--- src/rtl/fwc_pkg.sv ---
package fwc_pkg;

    typedef enum logic [1:0] {
        OP_PROG = 2'd0,
        OP_SECT = 2'd1,
        OP_CHIP = 2'd2
    } fwc_op_e;

    typedef enum logic [2:0] {
        ST_IDLE,
        ST_CMD,
        ST_POLL0,
        ST_POLL,
        ST_CONF1,
        ST_CONF2,
        ST_CHECK,
        ST_DONE
    } fwc_state_e;

    localparam int          UNLK_W   = 11;
    localparam logic [10:0] UNLK_HI  = 11'h555;
    localparam logic [10:0] UNLK_LO  = 11'h2AA;
    localparam logic [7:0]  KEY_A    = 8'hAA;
    localparam logic [7:0]  KEY_B    = 8'h55;
    localparam logic [7:0]  CMD_PROG = 8'hA0;
    localparam logic [7:0]  CMD_ERAS = 8'h80;
    localparam logic [7:0]  CMD_SECT = 8'h20;
    localparam logic [7:0]  CMD_CHIP = 8'h10;
    localparam int          STEP_W   = 3;

endpackage

--- src/rtl/fwc_cmd_seq.sv ---
module fwc_cmd_seq
    import fwc_pkg::*;
#(
    parameter int AW = 19
) (
    input  logic [1:0]        op,
    input  logic [STEP_W-1:0] step,
    input  logic [AW-1:0]     tgt_addr,
    input  logic [7:0]        tgt_data,
    output logic [AW-1:0]     cyc_addr,
    output logic [7:0]        cyc_data,
    output logic              cyc_last
);
    localparam int PAD = AW - UNLK_W;

    logic [AW-1:0] a_hi;
    logic [AW-1:0] a_lo;
    logic          is_prog;

    assign a_hi    = {{PAD{1'b0}}, UNLK_HI};
    assign a_lo    = {{PAD{1'b0}}, UNLK_LO};
    assign is_prog = (op == OP_PROG);

    always_comb begin
        cyc_last = is_prog ? (step == 3'd3) : (step == 3'd5);
        cyc_addr = a_hi;
        cyc_data = KEY_A;
        unique case (step)
            3'd0: begin cyc_addr = a_hi; cyc_data = KEY_A; end
            3'd1: begin cyc_addr = a_lo; cyc_data = KEY_B; end
            3'd2: begin cyc_addr = a_hi; cyc_data = is_prog ? CMD_PROG : CMD_ERAS; end
            3'd3: begin
                if (is_prog) begin
                    cyc_addr = tgt_addr;
                    cyc_data = tgt_data;
                end else begin
                    cyc_addr = a_hi;
                    cyc_data = KEY_A;
                end
            end
            3'd4: begin cyc_addr = a_lo; cyc_data = KEY_B; end
            3'd5: begin
                if (op == OP_SECT) begin
                    cyc_addr = tgt_addr;
                    cyc_data = CMD_SECT;
                end else begin
                    cyc_addr = a_hi;
                    cyc_data = CMD_CHIP;
                end
            end
            default: begin cyc_addr = a_hi; cyc_data = KEY_A; end
        endcase
    end
endmodule

--- src/rtl/fwc_poll_timer.sv ---
module fwc_poll_timer #(
    parameter int LIMIT = 2000
) (
    input  logic clk,
    input  logic rst_n,
    input  logic clr,
    input  logic tick,
    output logic last
);
    localparam int CW = $clog2(LIMIT + 1);

    logic [CW-1:0] cnt_q;

    always_ff @(posedge clk) begin
        if (!rst_n)     cnt_q <= '0;
        else if (clr)   cnt_q <= '0;
        else if (tick)  cnt_q <= cnt_q + 1'b1;
    end

    assign last = tick && (cnt_q == CW'(LIMIT - 1));


    read_budget_chk: assert property (@(posedge clk) disable iff (!rst_n)
        tick |-> (cnt_q < CW'(LIMIT)));
endmodule

--- src/rtl/flash_wr_ctrl.sv ---
module flash_wr_ctrl
    import fwc_pkg::*;
#(
    parameter int AW         = 19,
    parameter int POLL_LIMIT = 2000,   // 20 us of one-clock reads at 100 MHz
    parameter bit VERIFY_EN  = 1'b1
) (
    input  logic          clk,
    input  logic          rst_n,
    input  logic          req_valid,
    input  logic [1:0]    req_op,
    input  logic [AW-1:0] req_addr,
    input  logic [7:0]    req_data,
    output logic          req_ready,
    output logic          done,
    output logic          err_timeout,
    output logic          err_verify,
    output logic [AW-1:0] fl_addr,
    output logic [7:0]    fl_wdata,
    output logic          fl_we,
    output logic          fl_re,
    input  logic [7:0]    fl_rdata
);
    fwc_state_e        state_q, state_d;
    logic [STEP_W-1:0] step_q, step_d;
    logic [1:0]        op_q, op_d;
    logic [AW-1:0]     addr_q, addr_d;
    logic [7:0]        data_q, data_d;
    logic              prev6_q, prev6_d;
    logic              c1_q, c1_d;
    logic              eto_q, eto_d;
    logic              evf_q, evf_d;

    logic [AW-1:0] seq_addr;
    logic [7:0]    seq_data;
    logic          seq_last;
    logic          poll_rd;
    logic          tmo_last;
    logic          accept;
    logic          rd6;
    logic          complete;

    fwc_cmd_seq #(.AW(AW)) u_seq (
        .op       (op_q),
        .step     (step_q),
        .tgt_addr (addr_q),
        .tgt_data (data_q),
        .cyc_addr (seq_addr),
        .cyc_data (seq_data),
        .cyc_last (seq_last)
    );

    fwc_poll_timer #(.LIMIT(POLL_LIMIT)) u_tmr (
        .clk   (clk),
        .rst_n (rst_n),
        .clr   (accept),
        .tick  (poll_rd),
        .last  (tmo_last)
    );

    assign accept   = (state_q == ST_IDLE) && req_valid;
    assign poll_rd  = (state_q == ST_POLL0) || (state_q == ST_POLL) ||
                      (state_q == ST_CONF1) || (state_q == ST_CONF2);
    assign rd6      = fl_rdata[6];
    assign complete = (state_q == ST_CONF2) && (rd6 == c1_q) && (c1_q == prev6_q);

    // state register
    always_ff @(posedge clk) begin
        if (!rst_n) begin
            state_q <= ST_IDLE;
            step_q  <= '0;
            op_q    <= OP_PROG;
            addr_q  <= '0;
            data_q  <= '0;
            prev6_q <= 1'b0;
            c1_q    <= 1'b0;
            eto_q   <= 1'b0;
            evf_q   <= 1'b0;
        end else begin
            state_q <= state_d;
            step_q  <= step_d;
            op_q    <= op_d;
            addr_q  <= addr_d;
            data_q  <= data_d;
            prev6_q <= prev6_d;
            c1_q    <= c1_d;
            eto_q   <= eto_d;
            evf_q   <= evf_d;
        end
    end

    // next state
    always_comb begin
        state_d = state_q;
        step_d  = step_q;
        op_d    = op_q;
        addr_d  = addr_q;
        data_d  = data_q;
        prev6_d = prev6_q;
        c1_d    = c1_q;
        eto_d   = eto_q;
        evf_d   = evf_q;
        unique case (state_q)
            ST_IDLE: begin
                if (req_valid) begin
                    state_d = ST_CMD;
                    op_d    = req_op;
                    addr_d  = req_addr;
                    data_d  = req_data;
                    step_d  = '0;
                    eto_d   = 1'b0;
                    evf_d   = 1'b0;
                end
            end
            ST_CMD: begin
                if (seq_last) state_d = ST_POLL0;
                else          step_d  = step_q + 1'b1;
            end
            ST_POLL0: begin
                prev6_d = rd6;
                state_d = ST_POLL;
            end
            ST_POLL: begin
                if (rd6 == prev6_q) state_d = ST_CONF1;
                else                prev6_d = rd6;
            end
            ST_CONF1: begin
                c1_d    = rd6;
                state_d = ST_CONF2;
            end
            ST_CONF2: begin
                if (complete) begin
                    state_d = (VERIFY_EN && (op_q == OP_PROG)) ? ST_CHECK : ST_DONE;
                end else begin
                    prev6_d = rd6;
                    state_d = ST_POLL;
                end
            end
            ST_CHECK: begin
                evf_d   = (fl_rdata != data_q);
                state_d = ST_DONE;
            end
            ST_DONE: state_d = ST_IDLE;
            default: state_d = ST_IDLE;
        endcase
        if (tmo_last && !complete) begin
            state_d = ST_DONE;
            eto_d   = 1'b1;
        end
    end

    // outputs
    always_comb begin
        req_ready   = (state_q == ST_IDLE);
        fl_we       = (state_q == ST_CMD);
        fl_re       = poll_rd || (state_q == ST_CHECK);
        fl_addr     = (state_q == ST_CMD) ? seq_addr : addr_q;
        fl_wdata    = seq_data;
        done        = (state_q == ST_DONE);
        err_timeout = (state_q == ST_DONE) && eto_q;
        err_verify  = (state_q == ST_DONE) && evf_q;
    end


    first_unlock_chk: assert property (@(posedge clk) disable iff (!rst_n)
        $past(req_valid && req_ready) |->
            (fl_we && fl_addr == AW'(UNLK_HI) && fl_wdata == KEY_A));

    poll_follows_write_chk: assert property (@(posedge clk) disable iff (!rst_n)
        $fell(fl_we) |-> fl_re);

    verify_prog_only_chk: assert property (@(posedge clk) disable iff (!rst_n)
        err_verify |-> (op_q == OP_PROG));

    done_pulse_chk: assert property (@(posedge clk) disable iff (!rst_n)
        done |=> (!done && req_ready));

    busy_after_accept_chk: assert property (@(posedge clk) disable iff (!rst_n)
        (req_valid && req_ready) |=> !req_ready);

    strobe_excl_chk: assert property (@(posedge clk) disable iff (!rst_n)
        $onehot0({fl_we, fl_re}));
endmodule

--- config.mk ---
export PLATFORM = sky130hd
export DESIGN_NAME = flash_wr_ctrl
export DESIGN_NICKNAME = d
export VERILOG_FILES = /design/src/rtl/fwc_pkg.sv /design/src/rtl/fwc_cmd_seq.sv /design/src/rtl/fwc_poll_timer.sv /design/src/rtl/flash_wr_ctrl.sv
export SDC_FILE = /design/constraint.sdc
export NUM_CORES = 1
export LEC_CHECK = 0
export ABC_AREA = 1
export BUFFER_PORTS_ARGS = -buffer_cell sky130_fd_sc_hd__buf_2
export CAP_MARGIN = 20
export CORE_AREA = 4 4 91 93
export DETAILED_ROUTE_END_ITERATION = 8
export DIE_AREA = 0 0 95 97
export GPL_ROUTABILITY_DRIVEN = 0
export SLEW_MARGIN = 5
export SYNTH_ARGS = -nofsm -noshare
export SYNTH_HDL_FRONTEND = slang
export SYNTH_SLANG_ARGS = --single-unit
--- constraint.sdc ---
create_clock -name clk -period 4.55 [get_ports clk]
set_clock_uncertainty 0.1 [all_clocks]
set_input_delay 1.1375 -clock clk [delete_from_list [all_inputs] [get_ports clk]]
set_output_delay 1.1375 -clock clk [all_outputs]
set_load 0.01 [all_outputs]
### Word level (Yosys, flattened, before mapping)

Cells that the tools add are included.

* add/sub/neg operators: 2
* equality and inequality tests: 25
* muxes and demuxes: 26
* bitwise gates (word level): 1
* reductions and logical operators: 27

Operators by type and width (number)
* 19-bit two-way mux: 3
* 19-bit case mux with 3 select lines: 1
* 8-bit case mux with 4 select lines: 1
* 3-bit case mux with 8 select lines: 1
* 3-bit two-way mux: 7
* 3-bit == test (second input constant): 6
* 3-bit by 2-bit == test with 1-bit output (second input constant): 4
* 6-bit two-way mux: 2
* 11-bit by 1-bit adder with 11-bit output (second input constant): 1
* 11-bit == test (second input constant): 1
* 3-bit AND reduction: 3
* 8-bit two-way mux: 1
* 2-bit inequality test (second input constant): 4
* 8-bit inequality test: 1
* 2-bit nonzero test: 4
* 1-bit logical AND: 7
* 1-bit two-way mux: 7
* 3-bit by 1-bit == test with 1-bit output (second input constant): 2
* 3-bit by 1-bit inequality test with 1-bit output (second input constant): 2
* 3-bit case mux with 2 select lines: 1
* 2-bit AND reduction: 3
* 1-bit logical OR: 4
* 2-bit OR reduction: 2
* 3-bit by 1-bit adder with 3-bit output (second input constant): 1
* other kinds (10): 12

* flip-flop bits (word level): 50
* bits of input ports: 40
* output and inout port bits: 33
* logic and storage cells: 91

### Logic depth before layout (Yosys ltp)

* depth in word-level cells: 8
* gate-level depth with buffers: 11

### Hierarchy

A second synthesis with hierarchy kept.

* cell total of the unflattened synthesis: 484
* area total of the unflattened synthesis: 3163.0 um^2

By module, submodules not included
* flash_wr_ctrl: instances 1, cells each 290, area an instance 2073.2 um^2
* fwc_poll_timer: instances 1, cells each 82, area an instance 573.0 um^2
* fwc_cmd_seq: instances 1, cells each 112, area an instance 516.7 um^2

### Least setup slack after synthesis

OpenSTA, ideal clock, no wires.

* kind: register -> output
* start: reg step_q[0]
* end: out fl_addr[11]
* arrival: 1339 ps
* data required time: 3313 ps
* setup slack: 1974 ps
* stages on the path, launching flop included: 9
* cells stage by stage: dfxtp_1 > ha_1 > ha_1 > nand2_1 > inv_1 > nor3_4 > inv_2 > nand2_1 > inv_1

* cells in the longest elaborated chain, start to end: 4
* elaborated cells on any way between the ends: 7
* classes of those cells: eq/ne: 4; mux: 2; reduce/logical: 1

RTL lines
* from (decl): line flash_wr_ctrl.sv:25 `logic [STEP_W-1:0] step_q, step_d;`
* from (signal assigned): line flash_wr_ctrl.sv:81 `step_q <= step_d;`
* 3-bit by 1-bit == test with 1-bit output or 3-bit == test (tied branches): line fwc_cmd_seq.sv:28 `unique case (step)`
* 2-bit OR reduction (no line)
* 19-bit case mux with 3 select lines *: line fwc_cmd_seq.sv:28
* 19-bit two-way mux *: line flash_wr_ctrl.sv:157 `fl_addr = (state_q == ST_CMD) ? seq_addr : addr_q;`
* to (decl): line flash_wr_ctrl.sv:18 `output logic [AW-1:0] fl_addr,`

Every way passes the cells marked *; elsewhere a longest branch is shown, timed or not.

### Final worst setup path

Same ends and word-level chain as after synthesis.

==> impl_metrics.sql <==
INSERT INTO impl_metrics (metric_group, metric, value, unit) VALUES
('drt', 'wl', '7.15', 'mm'),
('setup_path', 'timing.critical_path.from_type', 'register', ''),
('synthesis', 'synthCells', '416', ''),
('floorplan', 'io_pins', '73', ''),
('layout', 'area.sequential', '0.00100', 'mm^2'),
('setup_path', 'timing.critical_path.required', '3.31', 'ns'),
('setup_path', 'ff2ff_setup_slack', '2.66', 'ns'),
('synthesis', 'synthMostInstantiatedCell', 'sky130_fd_sc_hd__nand2_1', ''),
('drt', 'drc_errors_left', '0', ''),
('timing', 'min_period_over_period', '0.744', ''),
('layout', 'area_growth_syn_to_layout', '16.3', '%'),
('timing', 'timing.final.max_slew_violations', '0', ''),
('timing', 'setup_repair_after_global_routing_missed_its_margin', 'no', ''),
('floorplan', 'fp-row-count', '32', ''),
('placement', 'i_o_buffers', '72', ''),
('setup_path', 'path_buf_inv', '4', ''),
('drt', 'initialDrtViolationCount', '107', ''),
('clock_tree', 'numClockSinks', '50', ''),
('synthesis', 'synth.cell_area', '0.00289', 'mm^2'),
('power_and_ir_drop', 'areal_power_density_over_the_cells', '504', 'mW/mm^2'),
('clock_tree', 'holdBufCountCts', '0', ''),
('timing', 'setup_viol', '0', ''),
('global_routing', 'gr-usage-all-layers', '0.161', ''),
('synthesis', 'synthTopCellsByCount', '102 x sky130_fd_sc_hd__nand2_1, 51 x sky130_fd_sc_hd__inv_1, 50 x sky130_fd_sc_hd__dfxtp_1', ''),
('layout', 'finalCoreUtilization', '0.447', ''),
('clock_tree', 'cts_max_level', '2', ''),
('setup_path', 'worstReg2RegEnd', 'state_q[1]', ''),
('clock_tree', 'clock_pin_slew_of_the_registers_on_the_worst_case_setup_and_hold_paths', '0.09', 'ns'),
('setup_path', 'worstSetupPathType', 'register to primary output', ''),
('synthesis', 'synth-edff-count', '0', ''),
('min_path', 'hp-class', 'register to register', ''),
('floorplan', 'dieHeight', '97', 'um'),
('layout', 'area_occupied_by_multi_input_gates', '0.00156', 'mm^2'),
('setup_path', 'ff2ff_path_depth', '9', ''),
('timing', 'final_critical_path_setup_slack', '1.16', 'ns'),
('drt', 'routedWlPerCell', '12.2', 'um'),
('drt', 'detailroute.via_count', '2798', ''),
('floorplan', 'placeableCoreArea', '0.00753', 'mm^2'),
('clock_tree', 'cts.repair_timing.setup_buffer_count', '0', ''),
('setup_path', 'timing.critical_path.arrival', '2.15', 'ns'),
('setup_path', 'critical-path-max-stage-delay', '0.36', 'ns'),
('drt', 'via_per_inst', '4.79', ''),
('layout', 'filler_cell_count', '826', ''),
('synthesis', 'synth_top_cell_area_share', '0.346', ''),
('floorplan', 'die_w', '95', 'um'),
('setup_path', 'worst-path-max-fanout', '12', ''),
('timing', 'worst_pin_slew', '0.503', 'ns'),
('setup_path', 'worst_path_max_delay_cell', 'sky130_fd_sc_hd__dfxtp_1', ''),
('outcome', 'result_of_the_run', 'complete, no violations', ''),
('timing', 'timing.final.hold_violations', '0', ''),
('setup_path', 'cp-end-kind', 'primary output', ''),
('drt', 'drt.antenna.violating_nets', '0', ''),
('layout', 'drive_above_1_share', '0.245', ''),
('clock_tree', 'clkLatencyLatePin', '0.30', 'ns'),
('run', 'timing.max_cap.violations', '0', ''),
('setup_path', 'worstPathCellList', 'ha_1, ha_1, nand2_1, inv_1, nor3_4, inv_2, nand2_1, inv_1, buf_2', ''),
('clock_tree', 'cts_tree', 'done', ''),
('global_routing', 'first_global_vias', '2542', ''),
('setup_path', 'worstSetupStartpoint', 'step_q[0]', ''),
('synthesis', 'synth.lib_cells_used.distinct', '37', ''),
('timing', 'timing.fmax', '295', 'MHz'),
('synthesis', 'postSynthNetCount', '462', ''),
('clock_tree', 'clock_path_buffers', '2', ''),
('global_routing', 'grt_antenna_before_repair', '0', ''),
('floorplan', 'die_area', '0.00922', 'mm^2'),
('clock_tree', 'ctsRootBufferMaster', 'sky130_fd_sc_hd__clkbuf_8', ''),
('clock_tree', 'cts.repair.resized', '0', ''),
('synthesis', 'netlist_top_cells_area', 'sky130_fd_sc_hd__dfxtp_1 35%, sky130_fd_sc_hd__nand2_1 13%, sky130_fd_sc_hd__o21ai_0 7.8%', ''),
('global_routing', 'gr-total-overflow', '0', ''),
('timing', 'setup_tns', '0', 'ns'),
('setup_path', 'reg2reg_from', 'step_q[0]', '');
==> through the flow <==
step | area [um^2] | cells
floorplan | 2890 | 416
global placement | 3270 | 576
detailed placement | 3270 | 576
CTS | 3360 | 584
global route | 3360 | 584
finish | 3360 | 584
==> layer usage <==
metal  track usage  wire length, um  vias up
met5             0                0        -
met4        0.0333               72        0
met3        0.0365              355        8
met2         0.259             3430       69
met1         0.218             3290     1251
li1              -                -     1470
==> registers in the layout, indices dropped and copies added, names as in the netlist <==
signal	count
addr_q	19
u_tmr.cnt_q	11
data_q	8
state_q	3
step_q	3
op_q	2
c1_q	1
eto_q	1
evf_q	1
prev6_q	1
==> cells by family (layout without fill, tap and decap cells) <==
family                   Yosys count  count (layout)  share of synthesized area
flip-flops                        50              50                      0.346
buffers and inverters             72             138                      0.114
XOR/XNOR                           8               8                     0.0242
AND/OR/NAND/NOR                  174             174                      0.278
AO/OA/AOI/OAI                    106             106                      0.212
adder cells (fa/ha/maj)            6               6                     0.0260
==> how the worst min path moves through the flow <==
stage / from / endpoint / slack [ns] / depth (start not counted)
final: addr_q[5] / addr_q[5] / 0.35 / 2
after global routing: addr_q[9] / addr_q[9] / 0.38 / 2
after CTS: addr_q[5] / addr_q[5] / 0.36 / 2
after detailed placement: addr_q[5] / addr_q[5] / 0.34 / 2
after global placement: addr_q[5] / addr_q[5] / 0.34 / 2
after floorplan: addr_q[1] / addr_q[1] / 0.32 / 2
==> worst register-to-register path, cell delays in order (launching register included) <==
cell and delay [ns]:
sky130_fd_sc_hd__dfxtp_1 0.40, sky130_fd_sc_hd__ha_1 0.18, sky130_fd_sc_hd__ha_1 0.34, sky130_fd_sc_hd__nand2_1 0.16, sky130_fd_sc_hd__nand3_2 0.15, sky130_fd_sc_hd__nand2_1 0.10
sky130_fd_sc_hd__nor2_1 0.17, sky130_fd_sc_hd__nand3_1 0.09, sky130_fd_sc_hd__nand2_1 0.07, sky130_fd_sc_hd__nand2_1 0.04
==> power by group <==
group | switching, W | internal, W
clock network | 0.000155 | 0.000108
registers | 0.0000768 | 0.000533
logic | 0.000538 | 0.000285
==> layout by cell type, fill, tap and decap left out, types with 2 or more instances in the layout <==
cell                       netlist  layout
sky130_fd_sc_hd__xnor2_1         3       3
sky130_fd_sc_hd__dfxtp_1        50      50
sky130_fd_sc_hd__buf_2           1      72
sky130_fd_sc_hd__o211ai_1        2       2
sky130_fd_sc_hd__nor3_1          4       4
sky130_fd_sc_hd__nand4_1         3       3
sky130_fd_sc_hd__clkinv_4        1       2
sky130_fd_sc_hd__nand2_1       102     102
sky130_fd_sc_hd__or2_2           2       2
sky130_fd_sc_hd__a21oi_2        11      11
sky130_fd_sc_hd__ha_1            6       6
sky130_fd_sc_hd__inv_1          51      51
sky130_fd_sc_hd__nand2_2         4       4
sky130_fd_sc_hd__nand3_1        14      14
sky130_fd_sc_hd__inv_2           6       6
sky130_fd_sc_hd__nand2_4         4       4
sky130_fd_sc_hd__xor2_1          5       5
sky130_fd_sc_hd__or2_1           3       3
sky130_fd_sc_hd__a32oi_1         6       6
sky130_fd_sc_hd__nor2_2          3       3
sky130_fd_sc_hd__a21oi_1        36      36
sky130_fd_sc_hd__clkbuf_8        0       5
sky130_fd_sc_hd__o21a_1          2       2
sky130_fd_sc_hd__nor2_1         28      28
sky130_fd_sc_hd__o21ai_0        45      45
sky130_fd_sc_hd__nor2_4          3       3
==> cell type report <==
cell class                 count  area share
clock buffer                   5      0.0205
clock inverter                 3     0.00632
inverter                      58      0.0662
multi-input combinational    294       0.464
sequential                    50       0.298
tap                          102      0.0379
timing repair buffer          72       0.107
Power figures use the tool's default switching activity.
